### src/rtl/scl_div_pkg.sv
package scl_div_pkg;
  localparam int unsigned EXP_W = 4;
  localparam int unsigned DIV_W = 32;
  localparam int unsigned LO_POS = 16;
  localparam int unsigned HI_POS = 24;

  typedef enum logic {
    ST_IDLE,
    ST_SEARCH
  } search_st_e;
endpackage

### src/rtl/scl_div_prescale.sv
module scl_div_prescale
  import scl_div_pkg::*;
#(
  parameter int unsigned MAX_CNT = 32
) (
  input  logic             clk_i,
  input  logic             rst_ni,
  input  logic             start_i,
  input  logic [DIV_W-1:0] divisor_i,
  output logic             done_o,
  output logic [DIV_W-1:0] div_o,
  output logic [EXP_W-1:0] exp_o,
  output logic             clamp_o
);
  localparam logic [EXP_W-1:0] EXP_MAX = '1;

  search_st_e       st_q;
  logic [DIV_W-1:0] shv_q;

  // shv_q holds (d-1) >> e; the search stops at the first e where it drops below MAX_CNT
  always_ff @(posedge clk_i or negedge rst_ni) begin
    if (!rst_ni) begin
      st_q    <= ST_IDLE;
      shv_q   <= '0;
      div_o   <= '0;
      exp_o   <= '0;
      clamp_o <= 1'b0;
      done_o  <= 1'b0;
    end else begin
      done_o <= 1'b0;
      case (st_q)
        ST_IDLE: begin
          if (start_i) begin
            st_q    <= ST_SEARCH;
            div_o   <= divisor_i;
            shv_q   <= (divisor_i == '0) ? '0 : divisor_i - 1'b1;
            exp_o   <= '0;
            clamp_o <= 1'b0;
          end
        end
        default: begin
          if (shv_q < DIV_W'(MAX_CNT)) begin
            st_q   <= ST_IDLE;
            done_o <= 1'b1;
          end else if (exp_o == EXP_MAX) begin
            st_q    <= ST_IDLE;
            clamp_o <= 1'b1;
            done_o  <= 1'b1;
          end else begin
            shv_q <= shv_q >> 1;
            exp_o <= exp_o + 1'b1;
          end
        end
      endcase
    end
  end


  busy_capture_chk: assert property (@(posedge clk_i) disable iff (!rst_ni)
    (st_q == ST_SEARCH) |=> $stable(div_o));


  shift_down_chk: assert property (@(posedge clk_i) disable iff (!rst_ni)
    (st_q == ST_SEARCH && !done_o) |=> shv_q <= $past(shv_q));
endmodule

### src/rtl/scl_div_split.sv
module scl_div_split
  import scl_div_pkg::*;
#(
  parameter int unsigned PHASE_W = 4
) (
  input  logic [DIV_W-1:0]   div_i,
  input  logic [EXP_W-1:0]   exp_i,
  input  logic               clamp_i,
  output logic [PHASE_W-1:0] high_o,
  output logic [PHASE_W-1:0] low_o
);
  localparam int unsigned CNT_W = PHASE_W + 2;

  logic [DIV_W:0]   round_sum;
  logic [DIV_W:0]   scaled_full;
  logic [CNT_W-1:0] scaled;
  logic [CNT_W-1:0] lo_cnt;
  logic [CNT_W-1:0] hi_cnt;

  always_comb begin
    round_sum   = {1'b0, div_i} + ((DIV_W + 1)'(1) << exp_i) - 1'b1;
    scaled_full = round_sum >> exp_i;
    scaled      = scaled_full[CNT_W-1:0];
    lo_cnt      = scaled >> 1;
    hi_cnt      = scaled - lo_cnt;
    if (hi_cnt != '0) hi_cnt = hi_cnt - 1'b1;
    if (lo_cnt != '0) lo_cnt = lo_cnt - 1'b1;
    if (clamp_i) begin
      high_o = '1;
      low_o  = '1;
    end else begin
      high_o = hi_cnt[PHASE_W-1:0];
      low_o  = lo_cnt[PHASE_W-1:0];
    end
  end
endmodule

### src/rtl/scl_div_calc.sv
module scl_div_calc
  import scl_div_pkg::*;
#(
  parameter int unsigned PHASE_W = 4
) (
  input  logic               clk_i,
  input  logic               rst_ni,
  input  logic               start_i,
  input  logic [31:0]        divisor_i,
  output logic               done_o,
  output logic               clamp_o,
  output logic [3:0]         exp_o,
  output logic [PHASE_W-1:0] high_o,
  output logic [PHASE_W-1:0] low_o,
  output logic [31:0]        reg_o
);
  localparam int unsigned MAX_CNT = (1 << PHASE_W) * 2;

  logic             pre_done;
  logic [DIV_W-1:0] pre_div;
  logic [EXP_W-1:0] pre_exp;
  logic             pre_clamp;
  logic [PHASE_W-1:0] sp_high, sp_low;
  logic [31:0]      word;

  scl_div_prescale #(.MAX_CNT(MAX_CNT)) u_prescale (
    .clk_i     (clk_i),
    .rst_ni    (rst_ni),
    .start_i   (start_i),
    .divisor_i (divisor_i),
    .done_o    (pre_done),
    .div_o     (pre_div),
    .exp_o     (pre_exp),
    .clamp_o   (pre_clamp)
  );

  scl_div_split #(.PHASE_W(PHASE_W)) u_split (
    .div_i   (pre_div),
    .exp_i   (pre_exp),
    .clamp_i (pre_clamp),
    .high_o  (sp_high),
    .low_o   (sp_low)
  );

  always_comb begin
    word = '0;
    word[EXP_W-1:0]           = pre_exp;
    word[LO_POS +: PHASE_W]   = sp_low;
    word[HI_POS +: PHASE_W]   = sp_high;
  end

  always_ff @(posedge clk_i or negedge rst_ni) begin
    if (!rst_ni) begin
      done_o  <= 1'b0;
      clamp_o <= 1'b0;
      exp_o   <= '0;
      high_o  <= '0;
      low_o   <= '0;
      reg_o   <= '0;
    end else begin
      done_o <= pre_done;
      if (pre_done) begin
        clamp_o <= pre_clamp;
        exp_o   <= pre_exp;
        high_o  <= sp_high;
        low_o   <= sp_low;
        reg_o   <= word;
      end
    end
  end


  done_pulse_chk: assert property (@(posedge clk_i) disable iff (!rst_ni)
    done_o |=> !done_o);


  phase_order_chk: assert property (@(posedge clk_i) disable iff (!rst_ni)
    (done_o && !clamp_o) |-> high_o >= low_o);


  clamp_fields_chk: assert property (@(posedge clk_i) disable iff (!rst_ni)
    (done_o && clamp_o) |-> (exp_o == 4'hf && high_o == '1 && low_o == '1));


  hold_chk: assert property (@(posedge clk_i) disable iff (!rst_ni)
    !done_o |-> ($stable(reg_o) && $stable(clamp_o)));


  pack_fields_chk: assert property (@(posedge clk_i) disable iff (!rst_ni)
    done_o |-> (reg_o[3:0] == exp_o && reg_o[LO_POS +: PHASE_W] == low_o
                && reg_o[HI_POS +: PHASE_W] == high_o));
endmodule

### config.mk
export PLATFORM = sky130hd
export DESIGN_NAME = scl_div_calc
export DESIGN_NICKNAME = d
export VERILOG_FILES = /design/src/rtl/scl_div_pkg.sv /design/src/rtl/scl_div_prescale.sv /design/src/rtl/scl_div_split.sv /design/src/rtl/scl_div_calc.sv
export SDC_FILE = /design/constraint.sdc
export NUM_CORES = 1
export LEC_CHECK = 0
export BUFFER_PORTS_ARGS = -buffer_cell sky130_fd_sc_hd__buf_2
export CORE_ASPECT_RATIO = 1.1
export CORE_MARGIN = 5
export CORE_UTILIZATION = 65
export CTS_CLUSTER_DIAMETER = 40
export DETAILED_ROUTE_END_ITERATION = 7
export GPL_TIMING_DRIVEN = 0
export PLACE_DENSITY = 0.88
export SYNTH_ARGS = -nofsm -noshare
export SYNTH_HDL_FRONTEND = slang
export SYNTH_SLANG_ARGS = --single-unit
### constraint.sdc
create_clock -name clk_i -period 17.9 [get_ports clk_i]
set_clock_uncertainty 0.15 [all_clocks]
set_input_delay 3.58 -clock clk_i [delete_from_list [all_inputs] [get_ports clk_i]]
set_output_delay 3.58 -clock clk_i [all_outputs]
set_load 0.03 [all_outputs]
# == Word level (Yosys, flattened, before mapping) ==
# Cells that the tools add are included.
# totals
register_bits,97
input_bits,35
out_inout_bits,46
word_cells,58
# op_classes
add_sub_neg,7
order_cmp,1
n_eq_ne,4
shifts,2
n_mux,24
n_bitwise,1
reduce_logical,7
# op_table
cell,count
$mux 32,5
$add 32x33->33,1
$shl 1x4->33 const A,1
$shr 33x4->6,1
$sub 33x1->33 const B,1
$logic_not 32->1,1
$lt 32x6->1 const B,1
$mux 4,8
$sub 32x1->32 const B,1
$reduce_bool 6->1,2
$mux 1,11
$sub 4x1->4 const B,2
$ne 2x2->1 const B,3
$reduce_and 3->1,2
$sub 6x5->6,1
$add 4x1->4 const B,1
$eq 4x4->1 const B,1
$reduce_and 2->1,1
$reduce_bool 2->1,1
$not 1->1,1

# == Depth between registers and ports, before layout ==
# Gate-level depths: netlist of the first run.
# depth
ltp_word,8
ltp_mapped,30
mapped_depth_nobuf,27

# == By module ==
# A second synthesis of the first run with hierarchy kept.
# unflattened
hier_cells,906
area_unflattened_um2,7245.7
# modules_own_cells
mod,instances,cells_each,area_per_inst_um2
scl_div_prescale,1,406,3429.5
scl_div_split,1,439,3026.7
scl_div_calc,1,61,789.5

# == Worst setup path after synthesis of the first run ==
# OpenSTA, ideal clock, no wires.
# synth_timing
path_kind,register to register
startpoint,register u_prescale.exp_o[0]
endpoint,register high_o[1]
setup_time_ns,0.099
arrival_time_ns,6.685
t_required_ns,17.651
path_slack_ns,10.966
path_stages_with_launch,28
path_buffers,3
cell_sequence,dfrtp_1 clkbuf_1 inv_1 buf_1 clkbuf_1 ha_1 nand2_1 ha_1 inv_1 ha_1 and2_1 a221oi_2 a21o_1 a211oi_1 or3_1 a2111oi_2 o41a_1 a21boi_1 inv_1 ha_1 fa_1 ha_1 nand2_1 nor3_1 o21ai_0 a21o_1 and2_1 a311oi_1
# synth_via
elab_chain_len,8
elab_cells_between_ends,9
classes_between,add/sub (4); shift (2); mux (2); reduce/logical (1)
# synth_lines
element,line_no,source
"start, declared",scl_div_prescale.sv:12,"output logic [EXP_W-1:0] exp_o,"
"start signal, assigned",scl_div_prescale.sv:51,exp_o <= exp_o + 1'b1;
$shl 1x4->33,scl_div_split.sv:21,"round_sum = {1'b0, div_i} + ((DIV_W + 1)'(1) << exp_i) - 1'b1;"
$add 32x33->33,scl_div_split.sv:21,
$sub 33x1->33,scl_div_split.sv:21,
$shr 33x4->6 (*),scl_div_split.sv:22,scaled_full = round_sum >> exp_i;
$sub 6x5->6 (*),scl_div_split.sv:25,hi_cnt = scaled - lo_cnt;
$sub 4x1->4 or $reduce_bool 6->1 (tied branches),scl_div_split.sv:26,if (hi_cnt != '0) hi_cnt = hi_cnt - 1'b1;
$mux 4 (*),scl_div_split.sv:26,
$mux 4 (*),scl_div_split.sv:28,if (clamp_i) begin
"end signal, assigned",scl_div_calc.sv:65,high_o <= sp_high;
"end, declared",scl_div_calc.sv:13,"output logic [PHASE_W-1:0] high_o,"
# Mark *: on every way between the ends. The rest lies on a longest branch, timed or not.
# A chain may end at the register's enable or synchronous reset.

# == Worst setup path after layout of the first run ==
# Same ends and word-level chain as after synthesis.

==> impl_metrics.ini, run 1 <==
[outcome]
status = completed

[logic_synthesis]
synthCells = 823
ys_seq_area_share_pct = 26.59
synthFlopType = dfrtp_1
synth_warnings = 0
async_flop_share_pct = 100.0
synth_edf_count = 0
synth_cell_type_count = 77
synth.cell_area_sq_um = 6494
synth-seq-cells = 69
avgSynthCellArea_sq_um = 7.890

[clocking]
ctsHtreeMaxLevel = 3
cts_root_buffer = clkbuf_8
post_cts_buffers = 0
tritoncts = built
clock_tree.buffer_depth = 2
clock_sinks = 69
cts_resized = 0
clock_latency_ns = 0.36
cts_hold_buffers = 0
cts_buffers = 9
path_clk_slew_ns = 0.07

[place]
dp_hpwl_um = 13290
port_buffers = 60
place_congestion = 0.9933
place_inst = 1022

[routing]
routed-wl-met2_um = 8196
ant_nets = 0
firstDrtPassIters = 6
detailroute.via_count = 6370
drtIter0Drc = 551
met1_length_um = 6817
wl_um = 17050
wl_per_cell_um = 16.43
avgViaCountPerCell = 6.137
wl_met3_um = 1072
post-route-drc-count = 0
top_layer = met4

[min_path]
hp-class = reg2reg
worstHoldStart = u_prescale.done_o$_DFF_PN0_

[floorplanning]
io_pins = 81
rows = 38
fp.dieW_um = 105.3
die_h_um = 114.8
initial_utilization_pct = 65.98
core_sq_um = 9842
die_area_sq_um = 12090

[global_route]
grt_use_total_pct = 28.14
grt_pass1_vias = 5908
globalRouteOverflowTotal = 0
grt_pass1_wl_um = 27670
antenna_found_initial = 0
grt_max_degree = 70

[worst_setup_path]
setup.worst_path.start_class = register
worstPathRequired_ns = 17.98
crit_type = reg2reg
cp-startpoint = u_prescale.exp_o[0]$_DFFE_PN0P_
cp-end-kind = register
r2r_start = u_prescale.exp_o[0]$_DFFE_PN0P_
worst_path_largest_cell_delay_ns = 0.55
crit_path_frequent_cell = ha_1
worst_path_max_delay_cell = clkbuf_1
critical_path_arrival_ns = 8.71
cp_max_fo = 11

[final_layout]
final_common_cell = nand2_1
final_cell_mix = nand2_1 (93), inv_1 (75), o21ai_0 (69), dfrtp_1 (69), buf_2 (63)
fill_cells = 775
layout-drive-gt1-share_pct = 15.69
diodes = 0
layout.nets = 1002
syn2layout_area_growth_pct = 11.19
final_cell_count_no_fill = 1038

[job]
drv_cap = 0

[sta]
setup_viol = 0
rsz0062_at_grt = no
finalCritPeriodShare_pct = 48.19
setup_tns_ns = 0
fmax_mhz = 115.9
period_minus_slack_ns = 8.626
hold_viol_final = 0
hold_ws_ns = 0.2316
maxSlewHeadroom_pct = 41.64
drv_slew = 0
worst_pin_slew_ns = 0.8754
==> cells in the mapped netlist (5+ instances only) <==
library cell  count  area share (%)
mux2_2            7             1.2
inv_1            75             4.3
or4_1             5            0.58
o211ai_1          5            0.58
a21oi_1          54             4.2
nor2b_1           7            0.67
o21a_1            8            0.92
xnor2_1          24             3.2
xor2_1           11             1.5
buf_4            33             3.8
dfrtp_1          69              27
a211o_1           5            0.67
o21ai_0          69             5.3
and3_1            5            0.48
mux2i_1           6            0.92
nand2_1          93             5.4
and2_1            5            0.48
a211oi_1         12             1.4
clkbuf_1         33             1.9
ha_1             52              10
mux4_2            6             2.1
nor4_1           15             1.4
or3_1             6            0.58
nor2_1           52             3.0
nand4_1           6            0.58
nor3_1           43             3.3
nand3_1          19             1.5
a21o_1            9             1.0
==> metrics by stage <==
| step | utilization, % | worst slack, ns | instance area (sq um) |
|---|---|---|---|
| finish | 73.37 | 9.274 | 7221 |
| global route | 73.37 | 8.640 | 7221 |
| CTS | 73.37 | 9.378 | 7221 |
| detailed placement | 71.31 | 9.466 | 7018 |
| global placement | 71.28 | 9.615 | 7015 |
| floorplan | - | 10.97 | 6565 |
==> final cells by class <==
| type | instances | area [sq um] | share of cell area [%] |
|---|---|---|---|
| clock buffers | 13 | 158.9 | 2.201 |
| well taps | 120 | 150.1 | 2.079 |
| plain buffers | 75 | 419.2 | 5.805 |
| repair buffers | 60 | 302.8 | 4.193 |
| inverters | 76 | 285.3 | 3.951 |
| multi-input cells | 622 | 4134 | 57.25 |
| clock inverters | 3 | 43.79 | 0.6065 |
| flip-flops and latches | 69 | 1727 | 23.91 |
==> path summary, 6_finish.rpt <==
check                                                  endpoint  slack (ns)  depth (start not counted)
worst max-delay path                      high_o[1]$_DFFE_PN0P_        9.27                         28
worst min-delay path                           done_o$_DFF_PN0_        0.23                          0
worst max register to register            high_o[1]$_DFFE_PN0P_        9.27                         28
worst min register to register                 done_o$_DFF_PN0_        0.23                          0
max in group asynchronous                   clamp_o$_DFFE_PN0P_       13.83                          1
min in group asynchronous       u_prescale.shv_q[8]$_DFFE_PN0P_        3.18                          1
==> state kept, by name, indices dropped and copies added, names as in the netlist <==
name                cells
low_o                   3
clamp_o                 1
u_prescale.done_o       1
u_prescale.div_o       21
u_prescale.st_q         1
done_o                  1
high_o                  3
reg_o                   3
exp_o                   3
u_prescale.exp_o        4
u_prescale.shv_q       27
u_prescale.clamp_o      1
==> kinds of logic (layout without fill, tap and decap cells) <==
group           after synthesis  in the layout  share of synthesized area (%)
simple gates                283            283                          22.00
compound gates              211            211                          20.93
buf+inv                     151            227                          10.85
flops                        69             69                          26.59
fa+ha+maj                    54             54                          10.64
xor+xnor                     35             35                          4.721
mux                          19             19                          4.220
other cells                   1             20                        0.05775
==> worst max-delay path: cells and delay by family (launching register included) <==
| kind | cells | cell delay [ns] |
|---|---|---|
| AOI/OAI and AO/OA | 7 | 2.57 |
| and+or+nand+nor | 7 | 1.19 |
| DFF | 1 | 0.51 |
| adders and majority gates | 6 | 1.96 |
| buffers and inverters | 8 | 2.11 |
==> routing by layer <==
layer,up-vias,GRT usage [%]
met4,0,18.37
met1,2931,34.37
met5,-,0
met3,86,4.043
met2,297,46.73
li1,3056,-
Power of run 1 is left out: the tool's default activity adds up to more than one toggle a clock period on the data nets, which glitch-free logic cannot reach.
==> run 2, diff against run 1 <==
ABC_AREA = 1   (was default)
CORE_UTILIZATION = 60   (was 65)
PLACE_DENSITY = 0.82   (was 0.88)
clock period = 8.8 ns   (was 17.9 ns; I/O delays follow)
==> impl_metrics.ini, run 2 <==
[outcome]
status = completed

[clocking]
cts_hold_buffers = 0
clock_sinks = 69
post_cts_buffers = 0
clock_latency_ns = 0.33
clock_tree.buffer_depth = 2
cts_root_buffer = clkbuf_16
ctsHtreeMaxLevel = 3
path_clk_slew_ns = 0.06
cts_resized = 0
cts_buffers = 9
tritoncts = built

[sta]
period_minus_slack_ns = 6.432
finalCritPeriodShare_pct = 73.10
drv_slew = 0
fmax_mhz = 155.5
maxSlewHeadroom_pct = 43.40
setup_tns_ns = 0
rsz0062_at_grt = no
worst_pin_slew_ns = 0.8489
hold_viol_final = 0
setup_viol = 0

[routing]
firstDrtPassIters = 6
wl_um = 16210
detailroute.via_count = 6320
drtIter0Drc = 331
avgViaCountPerCell = 5.138
wl_per_cell_um = 13.18
ant_nets = 0
post-route-drc-count = 0

[worst_setup_path]
crit_cells = 35
critical_path_arrival_ns = 6.51
cp_max_fo = 11
worst_path_largest_cell_delay_ns = 0.48
worstPathRequired_ns = 8.87
timing.rr.end = high_o[0]$_DFFE_PN0P_
path_delay_family = adder cells
crit_path_frequent_cell = nand2_1
rr_worst_depth = 35
cp-end-kind = register
r2r_slack_ns = 2.37
worst_path_max_delay_cell = clkbuf_1
endpoint = high_o[0]$_DFFE_PN0P_
crit_type = reg2reg
setup.worst_path.start_class = register
r2r_start = u_prescale.exp_o[1]$_DFFE_PN0P_
path_buf_inv = 8
cp-startpoint = u_prescale.exp_o[1]$_DFFE_PN0P_

[logic_synthesis]
synthCells = 992
async_flop_share_pct = 100.0
synthFlopType = dfrtp_1
ys_seq_area_share_pct = 26.53
synthTopCellsByCount = nand2_1 (261), inv_1 (190), nand3_1 (105), dfrtp_1 (69), o21ai_0 (58)
synth_most_common_cell = nand2_1
synth_area_leaders = dfrtp_1 (27%), nand2_1 (15%), inv_1 (11%), ha_1 (10%), nand3_1 (8.1%)
synth_warnings = 0
synth_edf_count = 0
synth-seq-cells = 69
yosys.area.top_type = dfrtp_1
netlist.area_leader.share_pct = 26.53
synth_cell_type_count = 43
synth.cell_area_sq_um = 6509
avgSynthCellArea_sq_um = 6.561

[min_path]
hp-class = reg2reg

[final_layout]
final_cell_mix = nand2_1 (261), inv_1 (190), nand3_1 (105)
reg_top3 = u_prescale.shv_q: 27 flops, u_prescale.div_o: 21 flops, u_prescale.exp_o: 4 flops
top_register = u_prescale.shv_q
syn2layout_area_growth_pct = 12.99
layout-drive-gt1-share_pct = 12.79
final_common_cell = nand2_1
final_cell_count_no_fill = 1230
layout.nets = 1171
diodes = 0
largest_register_ffs = 27

[floorplanning]
io_pins = 81
fp.dieW_um = 109.3
rows = 39
core_sq_um = 10490
die_area_sq_um = 13030
initial_utilization_pct = 62.04
die_h_um = 119.2

[global_route]
grt_pass1_vias = 5998
grt_pass1_wl_um = 27660
antenna_found_initial = 0
grt_use_total_pct = 26.24
grt_max_degree = 70
globalRouteOverflowTotal = 0

[job]
drv_cap = 0

[place]
port_buffers = 60
place_congestion = 0.9674
place_inst = 1214
dp_hpwl_um = 13140
## run 2: changes by cell type in the layout (fill, tap and decap cells not counted), moves of 10 or more
cell      delta
nand2_1    +168
inv_1      +115
nand3_1     +86
nor3_1      -37
xnor2_1     -21
clkbuf_1    -18
nand4_1     +13
nor4_1      -11
o21ai_0     -11
clkbuf_8    -10
## run 2: how the worst min path moves through the flow
stage,startpoint,to,slack [ns],depth (start not counted)
floorplan,u_prescale.done_o$_DFF_PN0_,done_o$_DFF_PN0_,0.20,0
global placement,u_prescale.done_o$_DFF_PN0_,done_o$_DFF_PN0_,0.21,0
detailed placement,u_prescale.done_o$_DFF_PN0_,done_o$_DFF_PN0_,0.23,0
CTS,u_prescale.done_o$_DFF_PN0_,done_o$_DFF_PN0_,0.24,0
global route,u_prescale.done_o$_DFF_PN0_,done_o$_DFF_PN0_,0.24,0
finish,u_prescale.done_o$_DFF_PN0_,done_o$_DFF_PN0_,0.24,0
## run 2: final cells by class
class	instances	area (sq um)
Buffer	55	335.3
Clock buffer	11	242.7
Clock inverter	5	50.05
Fill cell	945	3137
Inverter	191	716.9
Multi-Input combinational cell	696	3801
Sequential cell	69	1727
Tap cell	143	178.9
Timing Repair Buffer	60	302.8
## run 2: per-stage QoR
stage               utilization (%)  setup slack [ns]  hold slack [ns]  cell area (sq um)
finish                        70.10             2.368           0.2373               7355
global route                  70.10             1.740           0.2443               7355
CTS                           70.10             2.431           0.2401               7355
detailed placement            67.31             2.459           0.2292               7062
global placement              67.29             2.553           0.2056               7059
floorplan                         -             3.596           0.2019               6580
## run 2: cells by family (layout without fill, tap and decap cells)
family,count (synthesis),count (layout),synth area share [%]
AND/OR/NAND/NOR,469,469,32.37
buffers and inverters,246,322,16.17
AO/OA/AOI/OAI,141,141,12.63
adder cells (fa/ha/maj),54,54,10.61
other,1,20,0.05761
multiplexers,1,1,0.1538
flip-flops,69,69,26.53
XOR/XNOR,11,11,1.480
## run 2: layer usage
metal | share of wire (%) | GRT usage, % | vias up
met1 | 43 | 34.33 | 2787
met3 | 6.5 | 3.788 | 34
li1 | - | - | 3305
met2 | 47 | 43.36 | 194
met4 | 3.4 | 10.68 | 0
met5 | 0 | 0 | -
Power of run 2 is left out for the same reason.
